==> config.mk <==
export PLATFORM = sky130hd
export DESIGN_NAME = uart_frame_rx
export DESIGN_NICKNAME = d
export VERILOG_FILES = /design/src/rtl/uart_frame_rx_pkg.sv /design/src/rtl/uart_rx_sync.sv /design/src/rtl/uart_rx_framer.sv /design/src/rtl/uart_rx_break.sv /design/src/rtl/uart_rx_hold.sv /design/src/rtl/uart_frame_rx.sv
export SDC_FILE = /design/constraint.sdc
export NUM_CORES = 1
export LEC_CHECK = 0
export ABC_AREA = 0
export BUFFER_PORTS_ARGS = -buffer_cell sky130_fd_sc_hd__buf_2
export CAP_MARGIN = 20
export CORE_MARGIN = 8
export CORE_UTILIZATION = 42
export CTS_CLUSTER_SIZE = 20
export DETAILED_ROUTE_END_ITERATION = 16
export PLACE_DENSITY = 0.65
export SYNTH_ARGS = -nofsm -noshare
export SYNTH_HDL_FRONTEND = slang
export SYNTH_SLANG_ARGS = --single-unit
==> constraint.sdc <==
create_clock -name clk -period 1.6 [get_ports clk]
set_input_delay 0.32 -clock clk [delete_from_list [all_inputs] [get_ports clk]]
set_output_delay 0.32 -clock clk [all_outputs]
set_load 0.05 [all_outputs]
==> src/rtl/uart_frame_rx_pkg.sv <==
package uart_frame_rx_pkg;

    typedef enum logic [1:0] {
        FMT_8N1 = 2'b00,
        FMT_8P1 = 2'b01,
        FMT_8N2 = 2'b10,
        FMT_9N1 = 2'b11
    } fmt_e;

    typedef enum logic [2:0] {
        ST_IDLE,
        ST_START,
        ST_DATA,
        ST_PARITY,
        ST_STOP1,
        ST_STOP2,
        ST_WAIT_HIGH
    } rx_state_e;

    typedef struct packed {
        logic [8:0] word;
        logic       frame_err;
        logic       noise_err;
    } rx_frame_t;

endpackage

==> src/rtl/uart_rx_sync.sv <==
module uart_rx_sync #(
    parameter int STAGES = 2
) (
    input  logic clk,
    input  logic rst,
    input  logic din,
    output logic dout
);
    logic [STAGES-1:0] chain;

    generate
        if (STAGES == 1) begin : g_single
            always_ff @(posedge clk) begin
                if (rst) chain <= '1;
                else     chain <= din;
            end
        end else begin : g_multi
            always_ff @(posedge clk) begin
                if (rst) chain <= '1;
                else     chain <= {chain[STAGES-2:0], din};
            end
        end
    endgenerate

    assign dout = chain[STAGES-1];
endmodule

==> src/rtl/uart_rx_framer.sv <==
module uart_rx_framer
    import uart_frame_rx_pkg::*;
#(
    parameter int OSR = 16
) (
    input  logic       clk,
    input  logic       rst,
    input  logic       tick_i,
    input  logic       rx_i,
    input  logic [1:0] mode_i,
    input  logic       odd_i,
    output logic       done_o,
    output rx_frame_t  frame_o
);
    localparam int CW  = $clog2(OSR);
    localparam int MID = OSR / 2;
    localparam logic [CW-1:0] C_FIRST = CW'(MID - 1);
    localparam logic [CW-1:0] C_SECOND = CW'(MID);
    localparam logic [CW-1:0] C_DECIDE = CW'(MID + 1);
    localparam logic [CW-1:0] C_LAST = CW'(OSR - 1);

    rx_state_e       state, nxt;
    logic [CW-1:0]   cnt;
    logic            samp_a, samp_b;
    logic [3:0]      bidx;
    logic [8:0]      shreg;
    fmt_e            fmt_q;
    logic            odd_q;
    logic            par_bad, stop_bad, noisy;

    logic            at_dec, vote, disagree, start_seen, finish;
    logic [3:0]      last_idx;
    logic            exp_par;

    assign at_dec     = tick_i && (cnt == C_DECIDE);
    assign vote       = (samp_a & samp_b) | (samp_a & rx_i) | (samp_b & rx_i);
    assign disagree   = !((samp_a == samp_b) && (samp_b == rx_i));
    assign start_seen = (state == ST_IDLE) && tick_i && !rx_i;
    assign last_idx   = (fmt_q == FMT_9N1) ? 4'd8 : 4'd7;
    assign exp_par    = (^shreg[7:0]) ^ odd_q;
    assign finish     = at_dec && (((state == ST_STOP1) && (fmt_q != FMT_8N2)) ||
                                   (state == ST_STOP2));

    // next-state logic
    always_comb begin
        nxt = state;
        unique case (state)
            ST_IDLE:      if (start_seen) nxt = ST_START;
            ST_START:     if (at_dec) nxt = vote ? ST_IDLE : ST_DATA;
            ST_DATA:      if (at_dec && (bidx == last_idx))
                              nxt = (fmt_q == FMT_8P1) ? ST_PARITY : ST_STOP1;
            ST_PARITY:    if (at_dec) nxt = ST_STOP1;
            ST_STOP1:     if (at_dec) begin
                              if (fmt_q == FMT_8N2) nxt = ST_STOP2;
                              else                  nxt = vote ? ST_IDLE : ST_WAIT_HIGH;
                          end
            ST_STOP2:     if (at_dec) nxt = vote ? ST_IDLE : ST_WAIT_HIGH;
            ST_WAIT_HIGH: if (tick_i && rx_i) nxt = ST_IDLE;
            default:      nxt = ST_IDLE;
        endcase
    end

    // state register
    always_ff @(posedge clk) begin
        if (rst) state <= ST_IDLE;
        else     state <= nxt;
    end

    // sampling and assembly datapath
    always_ff @(posedge clk) begin
        if (rst) begin
            cnt      <= '0;
            samp_a   <= 1'b1;
            samp_b   <= 1'b1;
            bidx     <= '0;
            shreg    <= '0;
            fmt_q    <= FMT_8N1;
            odd_q    <= 1'b0;
            par_bad  <= 1'b0;
            stop_bad <= 1'b0;
            noisy    <= 1'b0;
        end else if (start_seen) begin
            cnt      <= CW'(1);
            bidx     <= '0;
            shreg    <= '0;
            fmt_q    <= fmt_e'(mode_i);
            odd_q    <= odd_i;
            par_bad  <= 1'b0;
            stop_bad <= 1'b0;
            noisy    <= 1'b0;
        end else if (tick_i && (state != ST_IDLE) && (state != ST_WAIT_HIGH)) begin
            cnt <= (cnt == C_LAST) ? '0 : cnt + CW'(1);
            if (cnt == C_FIRST)  samp_a <= rx_i;
            if (cnt == C_SECOND) samp_b <= rx_i;
            if (at_dec) begin
                noisy <= noisy | disagree;
                unique case (state)
                    ST_DATA: begin
                        shreg[bidx] <= vote;
                        bidx        <= bidx + 4'd1;
                    end
                    ST_PARITY: if (vote != exp_par) par_bad <= 1'b1;
                    ST_STOP1, ST_STOP2: if (!vote) stop_bad <= 1'b1;
                    default: ;
                endcase
            end
        end
    end

    // outputs: one registered completion pulse with the frame contents
    always_ff @(posedge clk) begin
        if (rst) begin
            done_o  <= 1'b0;
            frame_o <= '0;
        end else begin
            done_o <= finish;
            if (finish) begin
                frame_o.word      <= (fmt_q == FMT_9N1) ? shreg : {1'b0, shreg[7:0]};
                frame_o.frame_err <= par_bad | stop_bad | !vote;
                frame_o.noise_err <= noisy | disagree;
            end
        end
    end
endmodule

==> src/rtl/uart_rx_break.sv <==
module uart_rx_break #(
    parameter int TICKS = 160
) (
    input  logic clk,
    input  logic rst,
    input  logic tick_i,
    input  logic rx_i,
    output logic irq_o
);
    localparam int W = $clog2(TICKS + 1);
    localparam logic [W-1:0] RUN_MAX = W'(TICKS);
    localparam logic [W-1:0] RUN_FIRE = W'(TICKS - 1);

    logic [W-1:0] run;

    always_ff @(posedge clk) begin
        if (rst) begin
            run   <= '0;
            irq_o <= 1'b0;
        end else begin
            irq_o <= 1'b0;
            if (tick_i) begin
                if (rx_i) begin
                    run <= '0;
                end else if (run != RUN_MAX) begin
                    run <= run + W'(1);
                    if (run == RUN_FIRE) irq_o <= 1'b1;
                end
            end
        end
    end
endmodule

==> src/rtl/uart_rx_hold.sv <==
module uart_rx_hold
    import uart_frame_rx_pkg::*;
(
    input  logic       clk,
    input  logic       rst,
    input  logic       load_i,
    input  rx_frame_t  frame_i,
    input  logic       rd_i,
    input  logic       brk_set_i,
    output logic [8:0] word_o,
    output logic       full_o,
    output logic       ferr_o,
    output logic       nerr_o,
    output logic       ovr_o,
    output logic       brk_o
);
    always_ff @(posedge clk) begin
        if (rst) begin
            word_o <= '0;
            full_o <= 1'b0;
            ferr_o <= 1'b0;
            nerr_o <= 1'b0;
            ovr_o  <= 1'b0;
            brk_o  <= 1'b0;
        end else begin
            if (rd_i) begin
                full_o <= 1'b0;
                ovr_o  <= 1'b0;
                brk_o  <= 1'b0;
            end
            if (load_i) begin
                if (full_o && !rd_i) begin
                    ovr_o <= 1'b1;
                end else begin
                    word_o <= frame_i.word;
                    ferr_o <= frame_i.frame_err;
                    nerr_o <= frame_i.noise_err;
                    full_o <= 1'b1;
                end
            end
            if (brk_set_i) brk_o <= 1'b1;
        end
    end
endmodule

==> src/rtl/uart_frame_rx.sv <==
module uart_frame_rx
    import uart_frame_rx_pkg::*;
#(
    parameter int OSR         = 16,
    parameter int BRK_BITS    = 10,
    parameter int SYNC_STAGES = 2
) (
    input  logic       clk,
    input  logic       rst,
    input  logic       tick_i,
    input  logic       rx_i,
    input  logic [1:0] mode_i,
    input  logic       odd_par_i,
    input  logic       rd_i,
    output logic [8:0] word_o,
    output logic       full_o,
    output logic       frame_err_o,
    output logic       noise_err_o,
    output logic       overrun_o,
    output logic       break_o,
    output logic       break_irq_o
);
    localparam int BRK_TICKS = BRK_BITS * OSR;

    logic      rx_s;
    logic      frm_done;
    rx_frame_t frm;

    uart_rx_sync #(.STAGES(SYNC_STAGES)) i_sync (
        .clk  (clk),
        .rst  (rst),
        .din  (rx_i),
        .dout (rx_s)
    );

    uart_rx_framer #(.OSR(OSR)) i_framer (
        .clk     (clk),
        .rst     (rst),
        .tick_i  (tick_i),
        .rx_i    (rx_s),
        .mode_i  (mode_i),
        .odd_i   (odd_par_i),
        .done_o  (frm_done),
        .frame_o (frm)
    );

    uart_rx_break #(.TICKS(BRK_TICKS)) i_break (
        .clk    (clk),
        .rst    (rst),
        .tick_i (tick_i),
        .rx_i   (rx_s),
        .irq_o  (break_irq_o)
    );

    uart_rx_hold i_hold (
        .clk       (clk),
        .rst       (rst),
        .load_i    (frm_done),
        .frame_i   (frm),
        .rd_i      (rd_i),
        .brk_set_i (break_irq_o),
        .word_o    (word_o),
        .full_o    (full_o),
        .ferr_o    (frame_err_o),
        .nerr_o    (noise_err_o),
        .ovr_o     (overrun_o),
        .brk_o     (break_o)
    );
endmodule

=== Yosys cells after proc, flatten, opt, wreduce, memory -nomap -nowiden ===
Cells that the tools add are included.

* Register bits: 65

* Reductions and logical operators: 35
* Mux-type cells: 31
* Bitwise operators: 14
* Magnitude comparators: 2
* $add $sub $neg: 3
* Equal/unequal tests: 28

{| class="wikitable"
|+ Operator list
! operator !! count
|-
| 3-bit two-way mux || 10
|-
| 3-bit case mux with 7 select lines || 1
|-
| 8-bit two-way mux || 2
|-
| 2-bit by 1-bit inequality test with 1-bit output (second input constant) || 7
|-
| 4-bit equality test (second input constant) || 3
|-
| 1-bit logical AND || 12
|-
| 1-bit two-way mux || 12
|-
| 9-bit bitwise mux || 1
|-
| 3-bit equality test (second input constant) || 3
|-
| 9-bit two-way mux || 1
|-
| 3-bit AND reduction || 3
|-
| 4-bit by 1-bit adder with 4-bit output (second input constant) || 2
|-
| 8-bit by 1-bit adder with 8-bit output (second input constant) || 1
|-
| 8-bit equality test (second input constant) || 1
|-
| 4-bit two-way mux || 2
|-
| 8-bit inequality test (second input constant) || 1
|-
| 4-bit AND reduction || 2
|-
| 8-bit parity || 1
|-
| 7-bit AND reduction || 1
|-
| 3-bit by 2-bit equality test with 1-bit output (second input constant) || 2
|-
| 2-bit AND reduction || 3
|-
| 2-bit nonzero test || 3
|-
| 4-bit by 5-bit less-than comparator with 1-bit output (second input constant) || 1
|-
| 1-bit inverter || 5
|-
| other kinds (21) || 33
|}

=== Logic depth before layout (Yosys ltp) ===
Gate-level depths: netlist of the first run.

* Depth in word-level cells: 7
* Depth in mapped cells: 9

=== Modules after synthesis ===
A second synthesis of the first run with hierarchy kept.

* Cells, all modules: 340
* Area total of the unflattened synthesis: 3185.6 µm²

{| class="wikitable"
|+ By module, submodules not included
! module !! cells each !! instances !! area an instance (µm²) !! sequential area each (µm²)
|-
| uart_rx_framer || 220 || 1 || 2014.4 || 800.8
|-
| uart_rx_hold || 58 || 1 || 605.6 || 280.3
|-
| uart_rx_break || 58 || 1 || 513.0 || 180.2
|-
| uart_rx_sync || 4 || 1 || 52.6 || 40.0
|}

=== Worst setup path after synthesis of the first run ===
No wires, ideal clock.

* Path kind: register to register
* Start: register i_sync.chain[1]
* End: register i_framer.par_bad
* Buffers on the path: 0
* Cell stages (with the launch flop): 7
* Arrival time: 1.595 ns
* Data required time: 1.483 ns
* Path slack: -0.112 ns
* Cells stage by stage: dfxtp_1 ha_1 a211oi_4 xnor2_1 xnor3_1 a41oi_1 nor2_1

* Cells in the longest elaborated chain, start to end: 5
* Elaborated cells between the ends (all ways): 9

{| class="wikitable"
|+ RTL lines
! element !! RTL line !! source
|-
| start, declared || uart_rx_sync.sv:9 || <nowiki>logic [STAGES-1:0] chain;</nowiki>
|-
| start signal, assigned || uart_rx_sync.sv:20 || <nowiki>else chain <= {chain[STAGES-2:0], din};</nowiki>
|-
| 1-bit AND || uart_rx_framer.sv:36 || <nowiki>assign vote = (samp_a & samp_b) | (samp_a & rx_i) | (samp_b & rx_i);</nowiki>
|-
| 1-bit OR (2 in series) || uart_rx_framer.sv:36 ||
|-
| 1-bit inequality test || uart_rx_framer.sv:102 || <nowiki>ST_PARITY: if (vote != exp_par) par_bad <= 1'b1;</nowiki>
|-
| 4-bit AND reduction (no source line) || - ||
|-
| end signal, assigned || uart_rx_framer.sv:79 || <nowiki>par_bad <= 1'b0;</nowiki>
|-
| end signal, assigned || uart_rx_framer.sv:88 || <nowiki>par_bad <= 1'b0;</nowiki>
|-
| end signal, assigned || uart_rx_framer.sv:102 ||
|-
| end, declared || uart_rx_framer.sv:29 || <nowiki>logic par_bad, stop_bad, noisy;</nowiki>
|}

Several ways; a longest one is shown, not always the timed one.
A chain may end at the register's enable or synchronous reset.

=== Worst setup path in the final report of the first run ===
* Start: register i_framer.cnt[1]
* End: register i_framer.frame_o[7] in the netlist's numbering

* Cells in the longest elaborated chain, start to end: 3

{| class="wikitable"
|+ RTL lines
! element !! RTL line !! source
|-
| start, declared || uart_rx_framer.sv:23 || <nowiki>logic [CW-1:0] cnt;</nowiki>
|-
| start signal, assigned || uart_rx_framer.sv:92 || <nowiki>cnt <= (cnt == C_LAST) ? '0 : cnt + CW'(1);</nowiki>
|-
| 4-bit equality test || uart_rx_framer.sv:35 || <nowiki>assign at_dec = tick_i && (cnt == C_DECIDE);</nowiki>
|-
| 1-bit logical AND || uart_rx_framer.sv:35 ||
|-
| 1-bit logical AND || uart_rx_framer.sv:41 || <nowiki>assign finish = at_dec && (((state == ST_STOP1) && (fmt_q != FMT_8N2)) ||</nowiki>
|-
| end, declared || uart_rx_framer.sv:13 || <nowiki>output rx_frame_t frame_o</nowiki>
|}

Every way passes these cells.

==> impl_metrics.py, run 1 <==
metrics = {
    "global_routing": {
        "antenna_found_initial": 0,
        "grt-busiest-layer": "met2",
        "met2_usage_pct": 19.7,
        "met1_usage_pct": 15.3,
        "grt_first_pass_wirelength_um": 10300,
        "grt_pass1_vias": 2231,
        "gr-total-overflow": 0,
        "grt_usage_pct": 12.7,
        "met3_usage_pct": 4.40,
        "grt_max_degree": 22,
    },
    "synthesis": {
        "async_flop_share_pct": 0,
        "synth.net_count": 347,
        "synth_top_flop_cell": "dfxtp_1",
        "avgSynthCellArea_um2": 9.33,
        "ys_seq_elements": 65,
        "synth_area_leaders": "dfxtp_1 43%, mux2i_1 11%, nor2_1 6.5%",
        "synth_edf_count": 0,
        "synthCells": 328,
        "synth.cell_area_um2": 3060,
        "synth_top_area_share_pct": 42.5,
        "ys_warn_count": 0,
        "yosysSeqAreaShare_pct": 42.5,
        "yosysTopAreaCell": "dfxtp_1",
        "yosysUniqueCellTypes": 54,
    },
    "clock_network": {
        "cts_tree": "yes",
        "clockRootBuffer": "clkbuf_8",
        "hold_buffers": 0,
        "numCtsBuffers": 9,
        "cts_max_path_buffers": 2,
        "cts.reportedPaths.clkPinSlew_ns": 0.08,
        "worstSkewPairLatency_ns": 0.35,
        "clock-sinks": 65,
        "ctsHtreeMaxLevel": 3,
    },
    "route": {
        "drcViolationCount": 0,
        "viasPerCell": 4.95,
        "drt_iter0_markers": 94,
        "vias": 2401,
        "final_antenna_net_count": 0,
        "first_pass_iters": 4,
        "totalWireLength_um": 6340,
        "wire_per_inst_um": 13.1,
    },
    "timing": {
        "fin_tns_setup_ns": -0.130,
        "slew_violations": 0,
        "setup_viol": 5,
        "rsz0062_at_grt": "yes",
        "max_slew.worst_pin.slew_ns": 0.391,
        "holdWs_ns": 0.153,
        "fin_ws_ns": -0.0547,
        "fin_crit_ns": 1.65,
        "maxSlewHeadroom_pct": 73.9,
        "finalHoldViolCount": 0,
        "final.period_utilization_pct": 103,
        "clock.fmax_mhz": 604,
        "fin_skew_ns": 0.0111,
    },
    "layout": {
        "fin_util_pct": 53.2,
        "multi_input_area_um2": 1670,
        "regArea_um2": 1310,
        "num_antenna_cells": 0,
        "nets": 400,
        "drive_gt1_share_pct": 27.2,
        "final_cell_mix": "59 x dfxtp_1, 53 x nor2_1, 32 x mux2i_1",
        "final_area_um2": 3820,
        "final_common_cell": "dfxtp_1",
        "fillers": 644,
        "syn_to_final_growth_pct": 24.6,
    },
    "floorplanning": {
        "initial_core_util_pct": 42.7,
        "fp.dieArea_um2": 10300,
        "ios": 23,
        "die_x_um": 101,
        "die_h_um": 101,
        "core_area_um2": 7180,
        "rows": 31,
    },
    "placement": {
        "port-buffer-count": 22,
        "routabilityCongestion": 0.873,
        "place_hpwl_um": 4410,
        "dpl-instance-area_um2": 3480,
    },
    "worst_setup_path": {
        "required_ns": 1.84,
        "path_max_fanout": 8,
        "arrival_ns": 1.89,
        "worstSetupPathType": "reg2reg",
        "cp-start-kind": "flip-flop",
        "cp-end-kind": "flip-flop",
    },
    "worst_hold_path": {
        "hold_path_class": "in2reg",
    },
    "pwr": {
        "power_density_nw_per_um2": 876,
        "p_leak_nw": 1.61,
        "ir_worst_vdd_v": 0.000363,
    },
    "status": {
        "failed_checks": "negative setup slack",
        "status": "finished with violations",
    },
    "run": {
        "timing.max_cap.violations": 0,
    },
}
## cells by family after synthesis
kind of cell | share of synthesized area, %
simple gates | 20.8
xor+xnor | 5.31
fa+ha+maj | 4.50
buf+inv | 4.70
mux | 10.8
flops | 42.5
compound gates | 11.4
## worst paths after layout
check,cells after the start,startpoint,endpoint,slack (ns)
hold / removal,2,rx_i,i_sync.chain[0],0.15
setup / recovery,10,i_framer.cnt[1],i_framer.frame_o[7],-0.05
hold reg to reg,1,i_sync.chain[0],i_sync.chain[1],0.42
setup reg to reg,10,i_framer.cnt[1],i_framer.frame_o[7],-0.05
## final cells by class
class                      instances  share of cell area [%]
inverter                          14                    1.38
multi-input combinational        233                    43.9
sequential                        65                    34.3
clock inverter                     6                    2.36
timing repair buffer              58                    11.2
clock buffer                      10                    3.61
tap                               99                    3.25
## layer usage
layer / wire [µm] / vias up / share of wire (%)
met2: 2950 / 42 / 46
met1: 3010 / 1126 / 47
met3: 265 / 10 / 4.2
li1: - / 1223 / -
met4: 119 / 0 / 1.9
met5: 0 / - / 0
## worst max-delay path, stage by stage, from the launching register on
cell and delay [ns]:
dfxtp_2 0.33, inv_2 0.07, ha_4 0.12, and4b_1 0.19, buf_6 0.15, nand2_4 0.05, a21oi_4 0.13, buf_12 0.15
buf_8 0.12, mux2i_1 0.18, nor2_1 0.05
## cell usage after synthesis, types with 3 or more instances
library cell  instances
nor2_1               53
xor2_1                5
nand2_1              29
or2_2                 3
or3_1                 3
xnor2_1              11
o21ai_0               5
a21o_1                4
and3_1                3
mux2i_1              33
ha_1                 11
dfxtp_1              65
nand2b_1              4
nand4b_1              3
inv_1                14
nand3_1               7
nor3_1                7
buf_2                 7
a21oi_1              11
clkbuf_1              5
nor2b_1               3
## state kept, by name (all words and copies together), names as in the netlist, 2 cells and up
signal,count
i_framer.shreg,9
i_break.run,8
i_framer.cnt,4
i_framer.fmt_q,2
i_sync.chain,2
i_framer.state,3
i_framer.bidx,4
i_framer.frame_o,11
i_hold.word_o,9
## power by group
group          internal (mW)  total [mW]  switching, mW
Clock                  0.925        1.59          0.669
Sequential              1.62        1.63        0.00596
Combinational         0.0506       0.122         0.0712
Total                   2.60        3.34          0.746
## per-stage QoR
stage	setup slack [ns]	cells	total power, mW
after global routing	-0.0981	485	3.46
after CTS	0.00321	480	3.38
after detailed placement	-0.0297	464	1.79
final	-0.0547	485	3.34
after floorplan	0.0124	328	1.74
after global placement	0.00344	464	1.78
## what timing repair did
action / CTS / global route
setup buffers: 0 / 5
endpoints found under the setup margin: 8 / 24
resized for setup: 5 / 11
pin swaps: 3 / 7
No activity file was read; power rests on OpenSTA's default activity.
==> inputs of run 2 (changes only) <==
BUFFER_PORTS_ARGS = unset   (was -buffer_cell sky130_fd_sc_hd__buf_2)
DONT_BUFFER_PORTS = 1   (was unset)
PLACE_DENSITY = 0.63   (was 0.65)
==> run 2 against run 1 <==
Net effect: the run now ends clean; critical path type unchanged; final area shrank 3.7%; via count shrank 3.8%; count of clock-buffer cells in the layout is the same; clock skew grew 0.0032 ns; sequential share of layout area grew 1.3 points.
==> impl_metrics.py, run 2 (synthesis results as in run 1) <==
metrics = {
    "status": {
        "status": "complete, no violations",
    },
    "pwr": {
        "p_sw_share_pct": 21.0,
        "power_density_nw_per_um2": 891,
        "power_mw": 3.27,
        "seq_power_share_pct": 49.8,
        "p_leak_nw": 1.51,
        "pwr-share-clk_pct": 47.7,
        "ir_worst_vdd_v": 0.000386,
        "p_switching_uw": 687,
        "p_comb_share_pct": 2.5,
        "intPower_mw": 2.59,
    },
    "clock_network": {
        "cts_tree": "yes",
        "ctsHtreeMaxLevel": 3,
        "cts_max_path_buffers": 2,
        "worstSkewPairLatency_ns": 0.34,
        "hold_buffers": 0,
        "numCtsBuffers": 9,
        "cts.reportedPaths.clkPinSlew_ns": 0.08,
        "clock-sinks": 65,
        "clockRootBuffer": "clkbuf_8",
    },
    "worst_hold_path": {
        "hold_path_class": "in2reg",
        "hold_path.startpoint": "rst",
    },
    "global_routing": {
        "met2_usage_pct": 18.6,
        "grt_max_degree": 46,
        "gr-total-overflow": 0,
        "grt_usage_pct": 12.2,
        "grt_first_pass_wirelength_um": 9940,
        "antenna_found_initial": 0,
        "grt_pass1_vias": 2168,
        "grt-busiest-layer": "met2",
        "met1_usage_pct": 14.9,
        "met3_usage_pct": 4.47,
    },
    "layout": {
        "final_cell_mix": "60 x dfxtp_1, 52 x nor2_1, 37 x buf_4",
        "regArea_um2": 1310,
        "syn_to_final_growth_pct": 20.0,
        "fin_util_pct": 51.2,
        "reg.largest.list": "i_framer.frame_o (11), i_framer.shreg (9), i_hold.word_o (9)",
        "top_register": "i_framer.frame_o",
        "fillers": 660,
        "drive_gt1_share_pct": 23.2,
        "final_common_cell": "dfxtp_1",
        "nets": 380,
        "multi_input_area_um2": 1660,
        "largest_reg_flops": 11,
        "num_antenna_cells": 0,
    },
    "route": {
        "vias": 2310,
        "final_antenna_net_count": 0,
        "totalWireLength_um": 5930,
        "wire_per_inst_um": 12.7,
        "first_pass_iters": 4,
        "viasPerCell": 4.97,
        "drt_iter0_markers": 208,
        "drcViolationCount": 0,
    },
    "placement": {
        "place_hpwl_um": 4280,
        "routabilityCongestion": 0.850,
        "port-buffer-count": 0,
    },
    "worst_setup_path": {
        "cp_slowest_cell": "dfxtp_2",
        "reg2reg_from": "i_framer.cnt[1]",
        "path_max_fanout": 6,
        "required_ns": 1.87,
        "arrival_ns": 1.83,
        "worstSetupPathType": "reg2reg",
        "crit_chain": "inv_2, ha_4, and4b_4, nor2_1, a21o_1, a211o_1, a21oi_2",
        "cp-end-kind": "flip-flop",
        "cp-start-kind": "flip-flop",
        "cpPeakStageDelay_ns": 0.33,
        "cp-startpoint": "i_framer.cnt[1]",
    },
    "floorplanning": {
        "ios": 23,
        "die_x_um": 101,
        "initial_core_util_pct": 42.7,
        "core_area_um2": 7180,
        "die_h_um": 101,
        "rows": 31,
        "fp.dieArea_um2": 10300,
    },
    "timing": {
        "final.period_utilization_pct": 97.0,
        "maxSlewHeadroom_pct": 63.7,
        "rsz0062_at_grt": "yes",
        "holdWs_ns": 0.0358,
        "max_slew.worst_pin.slew_ns": 0.544,
        "fin_tns_setup_ns": 0,
        "clock.fmax_mhz": 644,
        "finalHoldViolCount": 0,
        "fin_skew_ns": 0.0143,
        "setup_viol": 0,
        "fin_crit_ns": 1.55,
        "slew_violations": 0,
    },
    "run": {
        "timing.max_cap.violations": 0,
    },
}
run 2: changes by cell type in the layout (fill, tap and decap cells not counted), sizes merged:
cell	previous run	this run
inv	15	14
clkinv	2	4
clkinvlp	1	0
buf	58	38
run 2: path summary, 6_finish.rpt:
| kind | endpoint | slack (ns) | cells past startpoint |
|---|---|---|---|
| setup / recovery | i_framer.state[0] | 0.05 | 7 |
| hold / removal | i_break.run[1] | 0.04 | 1 |
| setup reg to reg | i_framer.state[0] | 0.05 | 7 |
| hold reg to reg | i_sync.chain[1] | 0.44 | 1 |
run 2: critical path, delay by kind of cell (launching register included):
family / cells / cell delay (ns)
AOI/OAI and AO/OA: 3 / 0.59
adders and majority gates: 1 / 0.11
buffers and inverters: 1 / 0.06
and+or+nand+nor: 2 / 0.40
DFF: 1 / 0.33
run 2: final cells by class:
class	instances	share of cell area, %
Multi-Input combinational cell	233	45.3
Sequential cell	65	35.6
Inverter	14	1.43
Tap cell	99	3.37
Timing Repair Buffer	38	8.11
Clock inverter	6	2.49
Clock buffer	10	3.75
run 2: power groups by stage:
| stage | combinational (mW) | clock (mW) | sequential [mW] |
|---|---|---|---|
| after global placement | 0.0788 | 0 | 1.67 |
| final | 0.0834 | 1.56 | 1.63 |
| after CTS | 0.0812 | 1.60 | 1.63 |
| after floorplan | 0.0698 | 0 | 1.67 |
| after global routing | 0.0918 | 1.67 | 1.63 |
| after detailed placement | 0.0795 | 0 | 1.67 |
run 2: stage by stage:
| step | instances | setup slack (ns) | instance area (µm²) |
|---|---|---|---|
| after detailed placement | 445 | -0.163 | 3370 |
| after global placement | 445 | -0.0855 | 3370 |
| after global routing | 465 | -0.0284 | 3670 |
| after floorplan | 328 | 0.0124 | 3070 |
| after CTS | 462 | 0.00108 | 3620 |
| final | 465 | 0.0475 | 3670 |
run 2: what timing repair did:
item | CTS | global route
endpoints found under the setup margin | 24 | 32
resized for setup | 3 | 8
pin swaps | 1 | 8
setup buffers | 1 | 3
run 2: per-layer routing:
layer,up-vias,part of all wire (%)
li1,1187,-
met1,1075,49
met2,37,44
met3,11,5.2
met4,0,1.8
met5,-,0
